$ cat src/rtl/xlat_pkg.sv
package xlat_pkg;
  localparam int VA_W    = 32;
  localparam int PA_W    = 32;
  localparam int OFF_W   = 12;
  localparam int ASID_W  = 8;
  localparam int ENTRIES = 16;
  localparam int VPN_W   = VA_W - OFF_W;
  localparam int PFN_W   = PA_W - OFF_W;
  localparam int IDX_W   = $clog2(ENTRIES);
  // Galois feedback mask for a maximal-length 4-bit sequence (x^4 + x^3 + 1)
  localparam logic [IDX_W-1:0] LFSR_MASK = IDX_W'(4'hC);

  typedef struct packed {
    logic usr;
    logic wr;
    logic rd;
  } perm_t;

  typedef struct packed {
    logic              vld;
    logic [ASID_W-1:0] asid;
    logic [VPN_W-1:0]  vpn;
    logic [PFN_W-1:0]  pfn;
    perm_t             perm;
  } slot_t;
endpackage

$ cat src/rtl/xlat_match.sv
module xlat_match
  import xlat_pkg::*;
(
  input  slot_t [ENTRIES-1:0] slots,
  input  logic [VPN_W-1:0]    look_vpn,
  input  logic [ASID_W-1:0]   look_asid,
  output logic                any_hit,
  output logic [IDX_W-1:0]    sel_idx,
  output slot_t               sel_slot
);
  logic [ENTRIES-1:0] raw;

  for (genvar g = 0; g < ENTRIES; g++) begin : g_cmp
    assign raw[g] = slots[g].vld && (slots[g].vpn == look_vpn) &&
                    (slots[g].asid == look_asid);
  end

  // scan from the top so the lowest matching index wins
  always_comb begin
    sel_idx = '0;
    for (int i = ENTRIES - 1; i >= 0; i--) begin
      if (raw[i]) sel_idx = IDX_W'(i);
    end
  end

  assign any_hit  = |raw;
  assign sel_slot = slots[sel_idx];
endmodule

$ cat src/rtl/xlat_victim.sv
module xlat_victim
  import xlat_pkg::*;
(
  input  logic               clk,
  input  logic               rst_n,
  input  logic [ENTRIES-1:0] vld_vec,
  output logic               has_free,
  output logic [IDX_W-1:0]   vic_idx
);
  logic [IDX_W-1:0] lfsr_q;
  logic [IDX_W-1:0] free_idx;

  always_ff @(posedge clk) begin
    if (!rst_n) lfsr_q <= IDX_W'(1);
    else        lfsr_q <= (lfsr_q >> 1) ^ (lfsr_q[0] ? LFSR_MASK : '0);
  end

  always_comb begin
    free_idx = '0;
    for (int i = ENTRIES - 1; i >= 0; i--) begin
      if (!vld_vec[i]) free_idx = IDX_W'(i);
    end
  end

  assign has_free = ~&vld_vec;
  assign vic_idx  = has_free ? free_idx : lfsr_q;

  // the random selector never sits in the all-zero lock-up state
  a_r8_lfsr_nonzero: assert property (@(posedge clk) disable iff (!rst_n)
    lfsr_q != '0);
endmodule

$ cat src/rtl/xlat_cache.sv
module xlat_cache
  import xlat_pkg::*;
(
  input  logic              clk,
  input  logic              rst_n,
  input  logic              req_valid,
  output logic              req_ready,
  input  logic [VA_W-1:0]   req_vaddr,
  input  logic [ASID_W-1:0] req_asid,
  input  logic              req_write,
  input  logic              req_user,
  output logic              rsp_valid,
  output logic              rsp_hit,
  output logic              rsp_miss,
  output logic              rsp_fault,
  output logic [PA_W-1:0]   rsp_paddr,
  input  logic              fill_valid,
  output logic              fill_ready,
  input  logic [VPN_W-1:0]  fill_vpn,
  input  logic [ASID_W-1:0] fill_asid,
  input  logic [PFN_W-1:0]  fill_pfn,
  input  logic              fill_rd,
  input  logic              fill_wr,
  input  logic              fill_usr,
  input  logic              flush_all,
  input  logic              flush_asid_en,
  input  logic [ASID_W-1:0] flush_asid
);
  slot_t [ENTRIES-1:0] slots_q;
  logic  [ENTRIES-1:0] vld_vec;
  logic                flush_any, fill_go, accept;
  logic                has_free;
  logic [IDX_W-1:0]    vic_idx;
  logic                any_hit;
  logic [IDX_W-1:0]    sel_idx;
  slot_t               sel_slot;
  logic                allowed;
  slot_t               new_slot;

  assign flush_any  = flush_all | flush_asid_en;
  assign fill_ready = !flush_any;
  assign fill_go    = fill_valid && fill_ready;
  assign req_ready  = !flush_any && !fill_valid;
  assign accept     = req_valid && req_ready;

  assign new_slot = '{vld: 1'b1, asid: fill_asid, vpn: fill_vpn, pfn: fill_pfn,
                      perm: '{usr: fill_usr, wr: fill_wr, rd: fill_rd}};

  for (genvar g = 0; g < ENTRIES; g++) begin : g_slot
    always_ff @(posedge clk) begin
      if (!rst_n)
        slots_q[g] <= '0;
      else if (flush_all)
        slots_q[g].vld <= 1'b0;
      else if (flush_asid_en && slots_q[g].asid == flush_asid)
        slots_q[g].vld <= 1'b0;
      else if (fill_go && vic_idx == IDX_W'(g))
        slots_q[g] <= new_slot;
    end
    assign vld_vec[g] = slots_q[g].vld;
  end

  xlat_victim u_victim (
    .clk      (clk),
    .rst_n    (rst_n),
    .vld_vec  (vld_vec),
    .has_free (has_free),
    .vic_idx  (vic_idx)
  );

  xlat_match u_match (
    .slots     (slots_q),
    .look_vpn  (req_vaddr[VA_W-1:OFF_W]),
    .look_asid (req_asid),
    .any_hit   (any_hit),
    .sel_idx   (sel_idx),
    .sel_slot  (sel_slot)
  );

  assign allowed = (req_write ? sel_slot.perm.wr : sel_slot.perm.rd) &&
                   (!req_user || sel_slot.perm.usr);

  always_ff @(posedge clk) begin
    if (!rst_n) begin
      rsp_valid <= 1'b0;
      rsp_hit   <= 1'b0;
      rsp_miss  <= 1'b0;
      rsp_fault <= 1'b0;
      rsp_paddr <= '0;
    end else begin
      rsp_valid <= accept;
      rsp_hit   <= accept && any_hit && allowed;
      rsp_fault <= accept && any_hit && !allowed;
      rsp_miss  <= accept && !any_hit;
      rsp_paddr <= (accept && any_hit && allowed) ?
                   {sel_slot.pfn, req_vaddr[OFF_W-1:0]} : '0;
    end
  end

  // one outcome per response, none without one
  a_r6_one_outcome: assert property (@(posedge clk) disable iff (!rst_n)
    rsp_valid |-> $countones({rsp_hit, rsp_miss, rsp_fault}) == 1);
  a_r6_quiet: assert property (@(posedge clk) disable iff (!rst_n)
    !rsp_valid |-> !(rsp_hit || rsp_miss || rsp_fault));
  // the page offset passes through untouched
  a_r2_offset: assert property (@(posedge clk) disable iff (!rst_n)
    (req_valid && req_ready) |=> (!rsp_hit ||
      rsp_paddr[OFF_W-1:0] == $past(req_vaddr[OFF_W-1:0])));
  // a fill with room adds exactly one valid slot
  a_r7_fill_grows: assert property (@(posedge clk) disable iff (!rst_n)
    (fill_go && has_free) |=> $countones(vld_vec) == $past($countones(vld_vec)) + 1);
  // a fill into a full table leaves it full
  a_r8_full_stays: assert property (@(posedge clk) disable iff (!rst_n)
    (fill_go && !has_free) |=> &vld_vec);
  // global flush empties the table
  a_r9_flush_all: assert property (@(posedge clk) disable iff (!rst_n)
    flush_all |=> vld_vec == '0);
  // fill and flush hold lookups off
  a_r12_lookup_held: assert property (@(posedge clk) disable iff (!rst_n)
    (fill_valid || flush_any) |-> !req_ready);
endmodule

$ cat config.mk
export PLATFORM = sky130hd
export DESIGN_NAME = xlat_cache
export DESIGN_NICKNAME = d
export VERILOG_FILES = /design/src/rtl/xlat_pkg.sv /design/src/rtl/xlat_match.sv /design/src/rtl/xlat_victim.sv /design/src/rtl/xlat_cache.sv
export SDC_FILE = /design/constraint.sdc
export NUM_CORES = 2
export LEC_CHECK = 0
export BUFFER_PORTS_ARGS = -buffer_cell sky130_fd_sc_hd__buf_2
export CELL_PAD_IN_SITES_DETAIL_PLACEMENT = 1
export CELL_PAD_IN_SITES_GLOBAL_PLACEMENT = 1
export CORE_MARGIN = 10
export CORE_UTILIZATION = 45
export CTS_BUF_LIST = sky130_fd_sc_hd__clkbuf_4 sky130_fd_sc_hd__clkbuf_8 sky130_fd_sc_hd__clkbuf_16
export CTS_CLUSTER_SIZE = 40
export DETAILED_ROUTE_END_ITERATION = 12
export PLACE_DENSITY = 0.75
export SYNTH_ARGS = -nofsm -noshare
export SYNTH_HDL_FRONTEND = slang
export SYNTH_SLANG_ARGS = --single-unit
$ cat constraint.sdc
create_clock -name clk -period 14.78 [get_ports clk]
set_clock_uncertainty 0.1 [all_clocks]
set_input_delay 2.217 -clock clk [delete_from_list [all_inputs] [get_ports clk]]
set_output_delay 2.217 -clock clk [all_outputs]
set_load 0.05 [all_outputs]
# Yosys cells after proc, flatten, opt, wreduce, memory -nomap -nowiden
# Cells that the tools add are included.
# W data, S select, Z words.
word_totals:
  elab_cells: 353
  ff_bits: 872
  output_inout_bits: 38
  input_bits: 107
classes:
  n_lt_le_gt_ge: 1
  n_mux: 37
  eq_ne: 63
  n_reduce_logical: 114
  bitwise: 20
op_table:
  columns: ["operator", "n"]
  rows:
  - ["$eq A20 B20 Y1", 16]
  - ["$eq A8 B8 Y1", 32]
  - ["$bmux W52 S4", 1]
  - ["$mux W4", 34]
  - ["$logic_and A1 B1 Y1", 72]
  - ["$reduce_and A3 Y1", 16]
  - ["$reduce_or A3 Y1", 16]
  - ["$eq A4 B4 Y1 const B", 8]
  - ["$mux W23", 1]
  - ["$not A1 Y1", 18]
  - ["$eq A4 B3 Y1 const B", 4]
  - ["$reduce_and A16 Y1", 1]
  - ["$reduce_or A16 Y1", 1]
  - ["$eq A4 B2 Y1 const B", 2]
  - ["$logic_not A1 Y1", 5]
  - ["$lt A4 B5 Y1 const B", 1]
  - ["$eq A4 B1 Y1 const B", 1]
  - ["$logic_not A4 Y1", 1]
  - ["$xor A3 B4 Y4", 1]
  - ["$reduce_and A2 Y1", 1]
  - ["$logic_or A1 B1 Y1", 1]
  - ["$mux W1", 1]
  - ["$or A1 B1 Y1", 1]

# Logic depth before layout (Yosys ltp)
depth:
  word_depth: 25
  depth_mapped: 17
  depth_no_buf: 13

# Modules after synthesis
# A second synthesis with hierarchy kept.
hier_totals:
  cells_unflattened: 6342
  hier_area_um2: 47623.2
by_module_without_submodules:
  columns: ["module", "area_per_inst_um2", "instances", "seq_area_each_um2", "cells_per_inst"]
  rows:
  - ["xlat_cache", 33375.8, 1, 17376.7, 3992]
  - ["xlat_match", 13947.1, 1, 0.0, 2307]
  - ["xlat_victim", 300.3, 1, 80.1, 43]

# Least setup slack after synthesis
# No wires, ideal clock.
synth_path:
  path_kind: "input port to flip-flop"
  from: "in req_vaddr[14]"
  to: "reg rsp_paddr[29]"
  path_stages: 15
  path_buffers: 3
  t_required_ns: 14.606
  slack_ns: 8.511
  t_arrival_ns: 6.095
  path_cell_list: "buf_4 > xor2_1 > or4_1 > or4_1 > or2_1 > nand4b_1 > nand4_2 > a21o_1 > buf_4 > mux2i_1 > mux4_2 > a221o_1 > or4_4 > buf_2 > a31oi_2"
synth_between:
  elab_chain_cells: 25
synth_lines:
  columns: ["item", "line", "source"]
  rows:
  - ["start: declaration", "xlat_cache.sv:8", "input logic [VA_W-1:0] req_vaddr,"]
  - ["$eq A20 B20 Y1", "xlat_match.sv:14", "assign raw[g] = slots[g].vld && (slots[g].vpn == look_vpn) &&"]
  - ["$logic_and A1 B1 Y1 (2 in series)", "xlat_match.sv:14", null]
  - ["$mux W4 (16 in series)", "xlat_match.sv:22", "if (raw[i]) sel_idx = IDX_W'(i);"]
  - ["$bmux W52 S4", "xlat_match.sv:27", "assign sel_slot = slots[sel_idx];"]
  - ["$mux W23 (implied by the code)", "xlat_match.sv:27", null]
  - ["$mux W1 / $logic_or A1 B1 Y1 (equally long branches)", "xlat_cache.sv:80, xlat_cache.sv:81", null]
  - ["$logic_and A1 B1 Y1", "xlat_cache.sv:80", "assign allowed = (req_write ? sel_slot.perm.wr : sel_slot.perm.rd) &&"]
  - ["$logic_and A1 B1 Y1", "xlat_cache.sv:95", "rsp_paddr <= (accept && any_hit && allowed) ?"]
  - ["$reduce_and A2 Y1 (no line)", null, null]
  - ["end signal: assignment", "xlat_cache.sv:95", null]
  - ["end: declaration", "xlat_cache.sv:16", "output logic [PA_W-1:0] rsp_paddr,"]
# Parallel ways exist; a longest one is shown, timed or not. The select of a mux whose other input is x is not followed.
# A chain may end at the register's enable or synchronous reset.

# Final worst setup path
layout_path:
  from: "in req_asid[3]"
  to: "reg rsp_paddr[1]"
layout_between:
  elab_chain_cells: 24
layout_lines:
  columns: ["item", "line", "source"]
  rows:
  - ["start: declaration", "xlat_cache.sv:9", "input logic [ASID_W-1:0] req_asid,"]
  - ["$eq A8 B8 Y1", "xlat_match.sv:15", "(slots[g].asid == look_asid);"]
  - ["$logic_and A1 B1 Y1", "xlat_match.sv:14", null]
  - ["$mux W4 (16 in series)", "xlat_match.sv:22", null]
  - ["$bmux W52 S4", "xlat_match.sv:27", null]
  - ["$mux W23 (implied by the code)", "xlat_match.sv:27", null]
  - ["$mux W1 / $logic_or A1 B1 Y1 (equally long branches)", "xlat_cache.sv:80, xlat_cache.sv:81", null]
  - ["$logic_and A1 B1 Y1", "xlat_cache.sv:80", null]
  - ["$logic_and A1 B1 Y1 *", "xlat_cache.sv:95", null]
  - ["$reduce_and A2 Y1 (no line) *", null, null]
# Mark *: on every way between the ends. The rest lies on a longest branch, timed or not. The select of a mux whose other input is x is not followed.

==> results list <==
- Startpoint Class: primary input
* Critical path capture point type: register
- Power spread over the standard cell area amounts to 109.5 nW/um^2.
* Via Count: 37200
- Fraction of final layout cells sized beyond drive strength 1: 0.1000
- Post-CTS timing repair inserted 0 buffers for setup.
* Antenna violations before repair: 7
* Post-detailed-route DRC marker count: 0
* Largest net degree at the start of global routing: 287
* Number of nets in the layout: around 5000
- Placement row count: 114
- Adding up every negative setup slack in the final design gives 0 ns.
* Core region area: 96990 um^2
- Final setup violation count: 0
- The most used flip-flop cell after synthesis is sky130_fd_sc_hd__dfxtp_1.
- For this run, asynchronously set or reset flops after synthesis account for 0.
* Max-cap check violation count: 0
* Portion of the post-synthesis area used by sequential elements: 0.3954
* Post-detailed-route wirelength per cell: 27.37 um
* Root Driver: sky130_fd_sc_hd__clkbuf_16
- During synthesis, Yosys emitted a total of 0 warnings.
- RD Place Congestion: 0.9281
* Global router's overall resource usage: 0.2961
- GRT Max-Usage Layer: met2
- Critical path peak fanout: 53
* Grt met1 use: 0.3986
- Setup CP Type: in -> reg
- I/O pin total: 145
* Clock period minus worst slack: about 7.8 ns
- The via count of the first global-routing pass came to 37470.
- In this run the cell area of the synthesized design comes to 44150 um^2.
- Met2 track demand over resource: 0.4623
- Counting flops with a built-in enable in the synthesized netlist gives 0.
* Number of buffers added on ports: 144
- Status: complete, no violations
- Worst slew pin tran: 1.191 ns
- The first detailed-routing pass took 6 iterations.
* Synth cell types: between 70 and 80
* DIE HEIGHT: between 300 and 400 um
- Insertion delay of the later-clocked pin in the worst-skew pair: ~0.69 ns
* Max transition margin: 0.2060
- The startpoint identified for the worst register-to-register timing path is slots_q[462]$_SDFFE_PN0P_.
- Total grt overflow: 0
- Post-Route WL: 171.2 mm
- Inst Count DP: slightly above 6000
- Unrepaired setup endpoints after global routing: no
- Average vias per placed instance: 5.947
- In this run the worst hold path is classified as reg -> reg.
- STA puts the critical path data arrival time at 8.28 ns.
- The commonest cells after synthesis are sky130_fd_sc_hd__nand2_1, sky130_fd_sc_hd__dfxtp_1, sky130_fd_sc_hd__mux2i_1.
- H-tree Lvls: 3
- Met3 capacity usage during global routing: 0.05694
- At the worst endpoint, the required time is approximately 15 ns.
- The floorplan step defined a die boundary enclosing 111000 um^2.
- Based on the critical path, the design can be clocked at up to around 0.13 GHz.
- Prior to clock tree synthesis, the placed netlist has a worst setup slack of ~6.6 ns.
* Setup WS post-layout: 7.018 ns
- Hold violation count in the final report: 0
- The number of hold buffers added after CTS was 0.
- Leaving out filler cells and counting taps, the final layout contains 6256.
- Most repeated cell in the gate-level netlist after synthesis: sky130_fd_sc_hd__nand2_1
- Final count of pins violating max slew: 0
- CTS saw just under 900 sinks.
- In the finished design, the share of the clock period the worst path needs comes to 0.5252.
* Initial drt markers: 3460
- Global-route wire length before repair: 250.1 mm
- Diode count: 0
- Synthesized flop and latch total: 872
- Of all cell types, the one taking the most synthesized area is sky130_fd_sc_hd__dfxtp_1.
- Cells after Synth: 5003
- TritonCTS clock tree: done
- Relative to the synthesized area, the layout overhead comes to 10.82%.
* Effective utilization at floorplan: 0.4552
- Summed over all cells, the static leakage comes to 19.80 nW.
- The floorplan step set the die width to about 330 um.
- Launch instance of the worst min-delay path: u_victim.lfsr_q[1]$_SDFF_PN0_
* DP Wirelength: around 100 mm
- Hold slack final: 0.3567 ns
- Leading post-synthesis cells by cell area: sky130_fd_sc_hd__dfxtp_1, sky130_fd_sc_hd__mux2i_1, sky130_fd_sc_hd__xnor2_1
- The number of nets handed over by synthesis was 5110.
- Worst R2R Setup Slack: 8.90 ns
- Final total power: between 0.005 and 0.006 W
- Area share of the largest cell type after synthesis: 0.3954
- Critical Path Start: req_asid[3]
- Total clock buffers created by CTS: 97
* Post-route ant nets: 0
- Resize count post-CTS: 0
- Counting along the longest clock path gives a buffer depth of 3.
- Post-CTS clock slew at the launch and capture registers of the worst setup and hold paths: ~0.06 ns
- A synthesized cell averages around 9 um^2.
- Maximum vdd drop: approximately 0.00009 V
==> where the power goes <==
group          switching [W]  internal, W  leakage, nW
sequential        0.00000511      0.00236         7.02
clock                0.00106      0.00157         1.73
combinational       0.000252     0.000114         11.0
==> critical path, cell delays in order <==
cell,delay [ns]
sky130_fd_sc_hd__buf_2,0.73
sky130_fd_sc_hd__xnor2_1,0.27
sky130_fd_sc_hd__nand4_1,0.18
sky130_fd_sc_hd__nor4_1,0.48
sky130_fd_sc_hd__nand3_1,0.42
sky130_fd_sc_hd__o2111ai_1,0.33
sky130_fd_sc_hd__a31oi_1,0.23
sky130_fd_sc_hd__a21oi_4,0.77
sky130_fd_sc_hd__buf_4,0.85
sky130_fd_sc_hd__mux2i_1,0.21
sky130_fd_sc_hd__mux2i_1,0.19
sky130_fd_sc_hd__o22ai_1,0.11
sky130_fd_sc_hd__or4_4,0.81
sky130_fd_sc_hd__inv_2,0.27
sky130_fd_sc_hd__and2_1,0.16
==> per-layer routing <==
| layer | vias up | wire length, um |
|---|---|---|
| li1 | 16660 | - |
| met1 | 18680 | 75270 |
| met2 | 1431 | 74520 |
| met3 | 425 | 13820 |
| met4 | 8 | 7542 |
| met5 | - | 57 |
==> cell usage in the layout, fill, tap and decap left out, drive strengths merged, types with 5 or more instances in the layout <==
master and instances:
nand2 936, dfxtp 872, mux2i 525, nor2b 415, a21boi 409, xnor2 403, buf 197, xor2 166
nand4 159, clkbuf 139, nor2 98, a21oi 86, nor4 81, mux2 65, nand3 63, nand2b 37
nor3 27, o21ai 26, inv 24, and2 22, a22oi 21, clkinv 21, a32oi 18, a211oi 17
or2 14, and3 13, nor4b 13, bufinv 12, nor3b 11, nand4b 9, or4 8, or3 6
clkinvlp 6, a311oi 5
==> per-stage QoR <==
stage	cell area [um^2]	util
global placement	45440	0.4685
CTS	48930	0.5045
detailed placement	45440	0.4685
global route	48930	0.5045
finish	48930	0.5045
floorplan	44150	-
==> state kept, by name (all words and copies together), names as in the netlist <==
signal and cells:
slots_q 832, rsp_paddr 32, u_victim.lfsr_q 4, rsp_fault 1, rsp_hit 1, rsp_miss 1
rsp_valid 1
==> worst paths after layout <==
check	to	cells after the start
max	rsp_paddr[1]$_SDFF_PN0_	15
min reg2reg	u_victim.lfsr_q[0]$_SDFF_PN1_	1
min	u_victim.lfsr_q[0]$_SDFF_PN1_	1
max reg2reg	rsp_paddr[1]$_SDFF_PN0_	14
==> logic make-up (layout without fill, tap and decap cells) <==
group	Yosys count	in the layout	share of synthesized area
xor gates and xnor gates	569	569	0.1129
and+or+nand+nor	1927	1927	0.2154
muxes	591	591	0.1361
DFF	872	872	0.3954
buffers and inverters	422	399	0.03874
AOI/OAI and AO/OA	622	622	0.1015
==> layout make-up <==
cell class	instances	area, um^2
timing repair buffer	197	1154
fill	11150	48060
multi-input combinational	3709	25160
tap	1276	1597
clock buffer	139	2873
clock inverter	41	613.1
inverter	22	82.58
sequential	872	17460
Note: power is estimated with default switching activity, not from simulation.
